--- config.mk ---
export PLATFORM = sky130hd
export DESIGN_NAME = ic_capture_unit
export DESIGN_NICKNAME = d
export VERILOG_FILES = /design/src/rtl/ic_cap_pkg.sv /design/src/rtl/ic_pin_sync.sv /design/src/rtl/ic_edge_qual.sv /design/src/rtl/ic_channel.sv /design/src/rtl/ic_capture_unit.sv
export SDC_FILE = /design/constraint.sdc
export NUM_CORES = 1
export LEC_CHECK = 0
export BUFFER_PORTS_ARGS = -buffer_cell sky130_fd_sc_hd__buf_2
export CORE_AREA = 2 2 115 72
export DETAILED_ROUTE_END_ITERATION = 10
export DIE_AREA = 0 0 117 74
export GPL_TIMING_DRIVEN = 0
export PLACE_DENSITY = 0.75
export SLEW_MARGIN = 10
export SYNTH_ARGS = -nofsm -noshare
export SYNTH_HDL_FRONTEND = slang
export SYNTH_HIERARCHICAL = 1
export SYNTH_SLANG_ARGS = --single-unit
--- constraint.sdc ---
create_clock -name clk -period 1.6 [get_ports clk]
set_clock_uncertainty 0.1 [all_clocks]
set_input_delay 0.4 -clock clk [delete_from_list [all_inputs] [get_ports clk]]
set_output_delay 0.4 -clock clk [all_outputs]
set_load 0.05 [all_outputs]
--- src/rtl/ic_cap_pkg.sv ---
package ic_cap_pkg;

    typedef enum logic [1:0] {
        SEL_OFF  = 2'b00,
        SEL_RISE = 2'b01,
        SEL_FALL = 2'b10,
        SEL_BOTH = 2'b11
    } edge_sel_e;

    typedef enum logic {
        CH_IDLE    = 1'b0,
        CH_PENDING = 1'b1
    } ch_state_e;

    typedef struct packed {
        logic rise;
        logic fall;
    } edge_evt_t;

endpackage

--- src/rtl/ic_pin_sync.sv ---
module ic_pin_sync
    import ic_cap_pkg::*;
#(
    parameter int STAGES = 2
) (
    input  logic      clk,
    input  logic      rst_n,
    input  logic      pin_i,
    output edge_evt_t evt_o
);

    localparam int MSB = STAGES - 1;

    logic [MSB:0] chain_q;
    logic         prev_q;

    // Synchroniser chain; prev_q holds the sample of one cycle earlier.
    always_ff @(posedge clk or negedge rst_n) begin
        if (!rst_n) begin
            chain_q <= '0;
            prev_q  <= 1'b0;
        end else begin
            chain_q <= {chain_q[MSB-1:0], pin_i};
            prev_q  <= chain_q[MSB];
        end
    end

    always_comb begin
        evt_o.rise = chain_q[MSB] & ~prev_q;
        evt_o.fall = ~chain_q[MSB] & prev_q;
    end

endmodule

--- src/rtl/ic_edge_qual.sv ---
module ic_edge_qual
    import ic_cap_pkg::*;
(
    input  edge_sel_e sel_i,
    input  edge_evt_t evt_i,
    output logic      hit_o,
    output logic      hit_rise_o
);

    always_comb begin
        hit_o = 1'b0;
        unique case (sel_i)
            SEL_OFF:  hit_o = 1'b0;
            SEL_RISE: hit_o = evt_i.rise;
            SEL_FALL: hit_o = evt_i.fall;
            SEL_BOTH: hit_o = evt_i.rise | evt_i.fall;
        endcase
        hit_rise_o = evt_i.rise;
    end

endmodule

--- src/rtl/ic_channel.sv ---
module ic_channel
    import ic_cap_pkg::*;
#(
    parameter int TW      = 16,
    parameter bit HAS_IND = 1'b0
) (
    input  logic          clk,
    input  logic          rst_n,
    input  edge_evt_t     evt_i,
    input  edge_sel_e     sel_i,
    input  logic          clr_i,
    input  logic [TW-1:0] timer_i,
    output logic          flag_o,
    output logic [TW-1:0] cap_o,
    output logic          ind_o
);

    ch_state_e     state_q, state_d;
    logic          hit, hit_rise;
    logic [TW-1:0] cap_q;
    logic          ind_q;

    ic_edge_qual u_qual (
        .sel_i      (sel_i),
        .evt_i      (evt_i),
        .hit_o      (hit),
        .hit_rise_o (hit_rise)
    );

    // State register
    always_ff @(posedge clk or negedge rst_n) begin
        if (!rst_n) state_q <= CH_IDLE;
        else        state_q <= state_d;
    end

    // Next state: arm, recapture, service, hold
    always_comb begin
        state_d = state_q;
        unique case (state_q)
            CH_IDLE: begin
                if (hit) state_d = CH_PENDING;
            end
            CH_PENDING: begin
                if (hit)        state_d = CH_PENDING;
                else if (clr_i) state_d = CH_IDLE;
            end
        endcase
    end

    // Capture register and polarity record, both loaded on a qualifying edge
    always_ff @(posedge clk or negedge rst_n) begin
        if (!rst_n) begin
            cap_q <= '0;
            ind_q <= 1'b0;
        end else if (hit) begin
            cap_q <= timer_i;
            ind_q <= hit_rise;
        end
    end

    // Outputs
    always_comb begin
        flag_o = (state_q == CH_PENDING);
        cap_o  = cap_q;
        ind_o  = HAS_IND ? ind_q : 1'b0;
    end

endmodule

--- src/rtl/ic_capture_unit.sv ---
module ic_capture_unit
    import ic_cap_pkg::*;
#(
    parameter int                NUM_CH   = 4,
    parameter int                TW       = 16,
    parameter int                SYNC_LEN = 2,
    parameter logic [NUM_CH-1:0] IND_MASK = 4'b1100
) (
    input  logic                 clk,
    input  logic                 rst_n,
    input  logic [TW-1:0]        timer_val,
    input  logic [NUM_CH-1:0]    cap_pin,
    input  logic [2*NUM_CH-1:0]  edge_sel,
    input  logic [NUM_CH-1:0]    irq_en,
    input  logic [NUM_CH-1:0]    flag_wr,
    input  logic [NUM_CH-1:0]    flag_wdata,
    output logic [NUM_CH-1:0]    cap_flag,
    output logic [NUM_CH-1:0]    edge_ind,
    output logic [NUM_CH*TW-1:0] cap_value,
    output logic [NUM_CH-1:0]    irq
);

    localparam int SELW = 2;

    logic [NUM_CH-1:0] clr_req;

    assign clr_req = flag_wr & ~flag_wdata;

    for (genvar i = 0; i < NUM_CH; i++) begin : g_ch
        edge_evt_t evt;

        ic_pin_sync #(.STAGES(SYNC_LEN)) u_sync (
            .clk   (clk),
            .rst_n (rst_n),
            .pin_i (cap_pin[i]),
            .evt_o (evt)
        );

        ic_channel #(.TW(TW), .HAS_IND(IND_MASK[i])) u_chan (
            .clk     (clk),
            .rst_n   (rst_n),
            .evt_i   (evt),
            .sel_i   (edge_sel_e'(edge_sel[SELW*i +: SELW])),
            .clr_i   (clr_req[i]),
            .timer_i (timer_val),
            .flag_o  (cap_flag[i]),
            .cap_o   (cap_value[TW*i +: TW]),
            .ind_o   (edge_ind[i])
        );
    end

    assign irq = cap_flag & irq_en;

endmodule

==> tab_implementation.tex <==
\begin{tabular}{lr}
\hline
Metric & Value \\
\hline
\multicolumn{2}{l}{\textbf{GRT}} \\
\quad Number of antenna violations at the first check in global routing & 0 \\
\quad GRT met2 Usage & roughly a quarter \\
\quad Global-route met1 utilization & 21.6\% \\
\quad Grt total ovfl & 0 \\
\quad Via count of the first global-routing pass & 1991 \\
\quad Global router's overall resource usage & between 10\% and 20\% \\
\quad Largest net degree at the start of global routing & 43 \\
\quad Global routing usage on met3 & about 6.4\% \\
\quad Gr busiest metal & met2 \\
\quad Global-route wire length before repair & roughly 10000 um \\
\multicolumn{2}{l}{\textbf{Critical path}} \\
\quad Worst-case register-to-register setup slack & 0.03 ns \\
\quad Crit path launch type & flip-flop \\
\quad Timing endpoint of the critical path & g\_ch[1].u\_chan/cap\_o[9] \\
\quad Critical Path AT & 1.68 ns \\
\quad Destination of the worst register-to-register timing path & g\_ch[1].u\_chan/cap\_o[9] \\
\quad Crit path kind & reg2reg \\
\quad CP Data Required Time & roughly 1.7 ns \\
\quad Worst-path maximum fanout & 5 \\
\quad Source of the worst register-to-register timing path & g\_ch[1].u\_sync/chain\_q[1] \\
\quad Number of cells on the worst reg-to-reg path & 5 \\
\quad Crit path launch & g\_ch[1].u\_sync/chain\_q[1] \\
\quad Sort of element at the end of the critical path & flip-flop \\
\multicolumn{2}{l}{\textbf{Clock network}} \\
\quad Buffer levels on the longest clock path & 2 \\
\quad TritonCTS clock tree & built \\
\quad Worst-path clk slew & around 0.060 ns \\
\quad Number of CTS-inserted buffers & 9 \\
\quad Maximum level of the CTS H-tree & 3 \\
\quad Clk root buf & clkbuf\_16 \\
\quad Worst-Skew Late Latency & about 0.32 ns \\
\quad Number of sinks on the clock net & 82 \\
\multicolumn{2}{l}{\textbf{Status}} \\
\quad Status & finished, final reports clean \\
\multicolumn{2}{l}{\textbf{Route}} \\
\quad Initial DRC count & 88 \\
\quad Remaining DRCs & 0 \\
\quad Average detailed-routed wire length per instance & between 15 and 20 um \\
\quad Number of iterations in the first detailed-routing pass & 4 \\
\quad Per-cell via count in the routed design & approximately 4.5 \\
\quad Antenna violation net count after detailed routing & 0 \\
\quad Overall routed net length & about 7300 um \\
\quad Vias & about 2.0k \\
\multicolumn{2}{l}{\textbf{Placed design}} \\
\quad Post-DP HPWL & approximately 4800 um \\
\quad Count of input and output buffers & about 120 \\
\quad Gpl congestion & around 0.74 \\
\quad Post-placement setup slack & a little over 0.002 ns \\
\multicolumn{2}{l}{\textbf{STA}} \\
\quad Final Hold Viols & 0 \\
\quad Headroom to the max-slew limit & 64.5\% \\
\quad Unrepaired setup endpoints after global routing & true \\
\quad Number of setup violations in the final report & 0 \\
\quad Portion of the clock cycle consumed by the worst path in the final layout & a little over nine tenths \\
\quad Transition time of the tightest slew-check pin & $\sim$0.53 ns \\
\quad Final-report max-slew violation count & 0 \\
\quad Peak clock frequency supported by timing & 637 MHz \\
\quad Worst setup slack after layout & just over 0.03 ns \\
\quad Minimum period implied by the final worst setup slack & around 1.6 ns \\
\multicolumn{2}{l}{\textbf{Logic synthesis}} \\
\quad Cell count after synthesis & between 150 and 200 \\
\quad Number of warning messages in the yosys log & 6 \\
\quad Synthesized net count & between 200 and 250 \\
\quad Post-synthesis instance area & about 0.0033 mm2 \\
\quad Avg Inst Size Synth & roughly 17 um2 \\
\multicolumn{2}{l}{\textbf{Floorplan}} \\
\quad Die boundary height & 74 um \\
\quad Area of the die & $\sim$0.0087 mm2 \\
\quad Horizontal die dimension & approximately 120 um \\
\quad Core Area & between 0.007 and 0.008 mm2 \\
\quad Standard-cell rows & 25 \\
\quad Starting Density & $\sim$43\% \\
\quad Number of I/O pins & approximately 120 \\
\multicolumn{2}{l}{\textbf{Finish}} \\
\quad Share of cells above drive strength 1 & 70.3\% \\
\quad Layout Nets & roughly 380 \\
\quad Synthesis-to-finish area growth & 38.4\% \\
\quad Ant. Diodes & 0 \\
\multicolumn{2}{l}{\textbf{Hold path}} \\
\quad Classification of the worst-slack hold path & in2reg \\
\quad Startpoint of the worst hold path & cap\_pin[3] \\
\multicolumn{2}{l}{\textbf{Power and ir drop}} \\
\quad Total power divided by cell area & 1520 mW/mm2 \\
\quad Post-layout power & 6.97 mW \\
\quad Maximum vdd ir drop & between 0.6 and 0.7 mV \\
\quad Cell leakage power & $\sim$2.3 nW \\
\multicolumn{2}{l}{\textbf{Flow run}} \\
\quad Count of max-cap constraint violations & 0 \\
\hline
\end{tabular}
final cells by class:
class | count | area [um2]
repair buffers | 134 | 851
plain buffers | 12 | 155
inverters | 4 | 15.0
fillers | 605 | 3070
clock inverters | 3 | 40.0
clock buffers | 13 | 240
well taps | 108 | 135
multi-input cells | 92 | 1100
flip-flops and latches | 82 | 2050
how the worst min path moves through the flow:
stage / endpoint / slack, ns / depth (start not counted)
final: g_ch[3].u_sync/chain_q[0] / 0.08 / 1
after CTS: g_ch[0].u_sync/chain_q[0] / 0.06 / 1
after floorplan: g_ch[0].u_chan/cap_o[0] / 0.004 / 0
after global routing: g_ch[1].u_sync/chain_q[0] / 0.06 / 1
after global placement: g_ch[2].u_sync/chain_q[1] / 0.24 / 0
after detailed placement: g_ch[2].u_sync/chain_q[1] / 0.23 / 0
stage by stage:
step	TNS [ns]	cells	area (um2)	util [%]	hold WS, ns
6_report	0	448	4590	59.9	0.0793
5_1_grt	-0.497	448	4590	59.9	0.0620
4_1_cts	0	438	4430	57.8	0.0642
3_5_place_dp	0	414	4060	52.9	0.235
3_3_place_gp	-44.97	413	4030	52.6	0.236
2_1_floorplan	0	190	3320	-	0.00441
power by group:
group	internal, mW	total, mW	switching [mW]
clock network	1.20	1.94	0.738
registers	2.42	2.61	0.189
logic	0.787	2.42	1.63
total	4.41	6.97	2.56
flip-flops by register name (all words and copies together) (netlist names):
signal,count
g_ch.u_chan/flag_o,4
g_ch.u_sync/prev_q,4
g_ch.u_chan/cap_o,64
g_ch.u_sync/chain_q,8
g_ch.u_chan/ind_o,2
what timing repair did:
item | CTS | global route
hold buffers | 1 | 0
setup endpoints to repair | 15 | 42
cloned | 0 | 4
pin swaps | 0 | 4
endpoints found under the hold margin | 40 | 0
buffers inserted | 7 | 6
gates resized for setup | 6 | 6
metal layers:
metal | up-vias | wire, um
li1 | 939 | -
met1 | 1020 | 3510
met2 | 67 | 3330
met3 | 6 | 424
met4 | 0 | 42
met5 | - | 0
cell usage in the layout, fill, tap and decap left out, types with 6 or more instances in the layout:
master,n
buf_2,110
dfrtp_1,82
mux2_4,36
mux2_2,30
buf_4,17
clkbuf_16,13
buf_6,6
buf_12,6
worst max-delay path, cell delays in order (launching register included):
cell	delay (ns)
dfrtp_1	0.36
and2b_2	0.22
a22o_1	0.19
buf_6	0.14
clkbuf_16	0.16
mux2_4	0.29
Power figures use the tool's default switching activity.
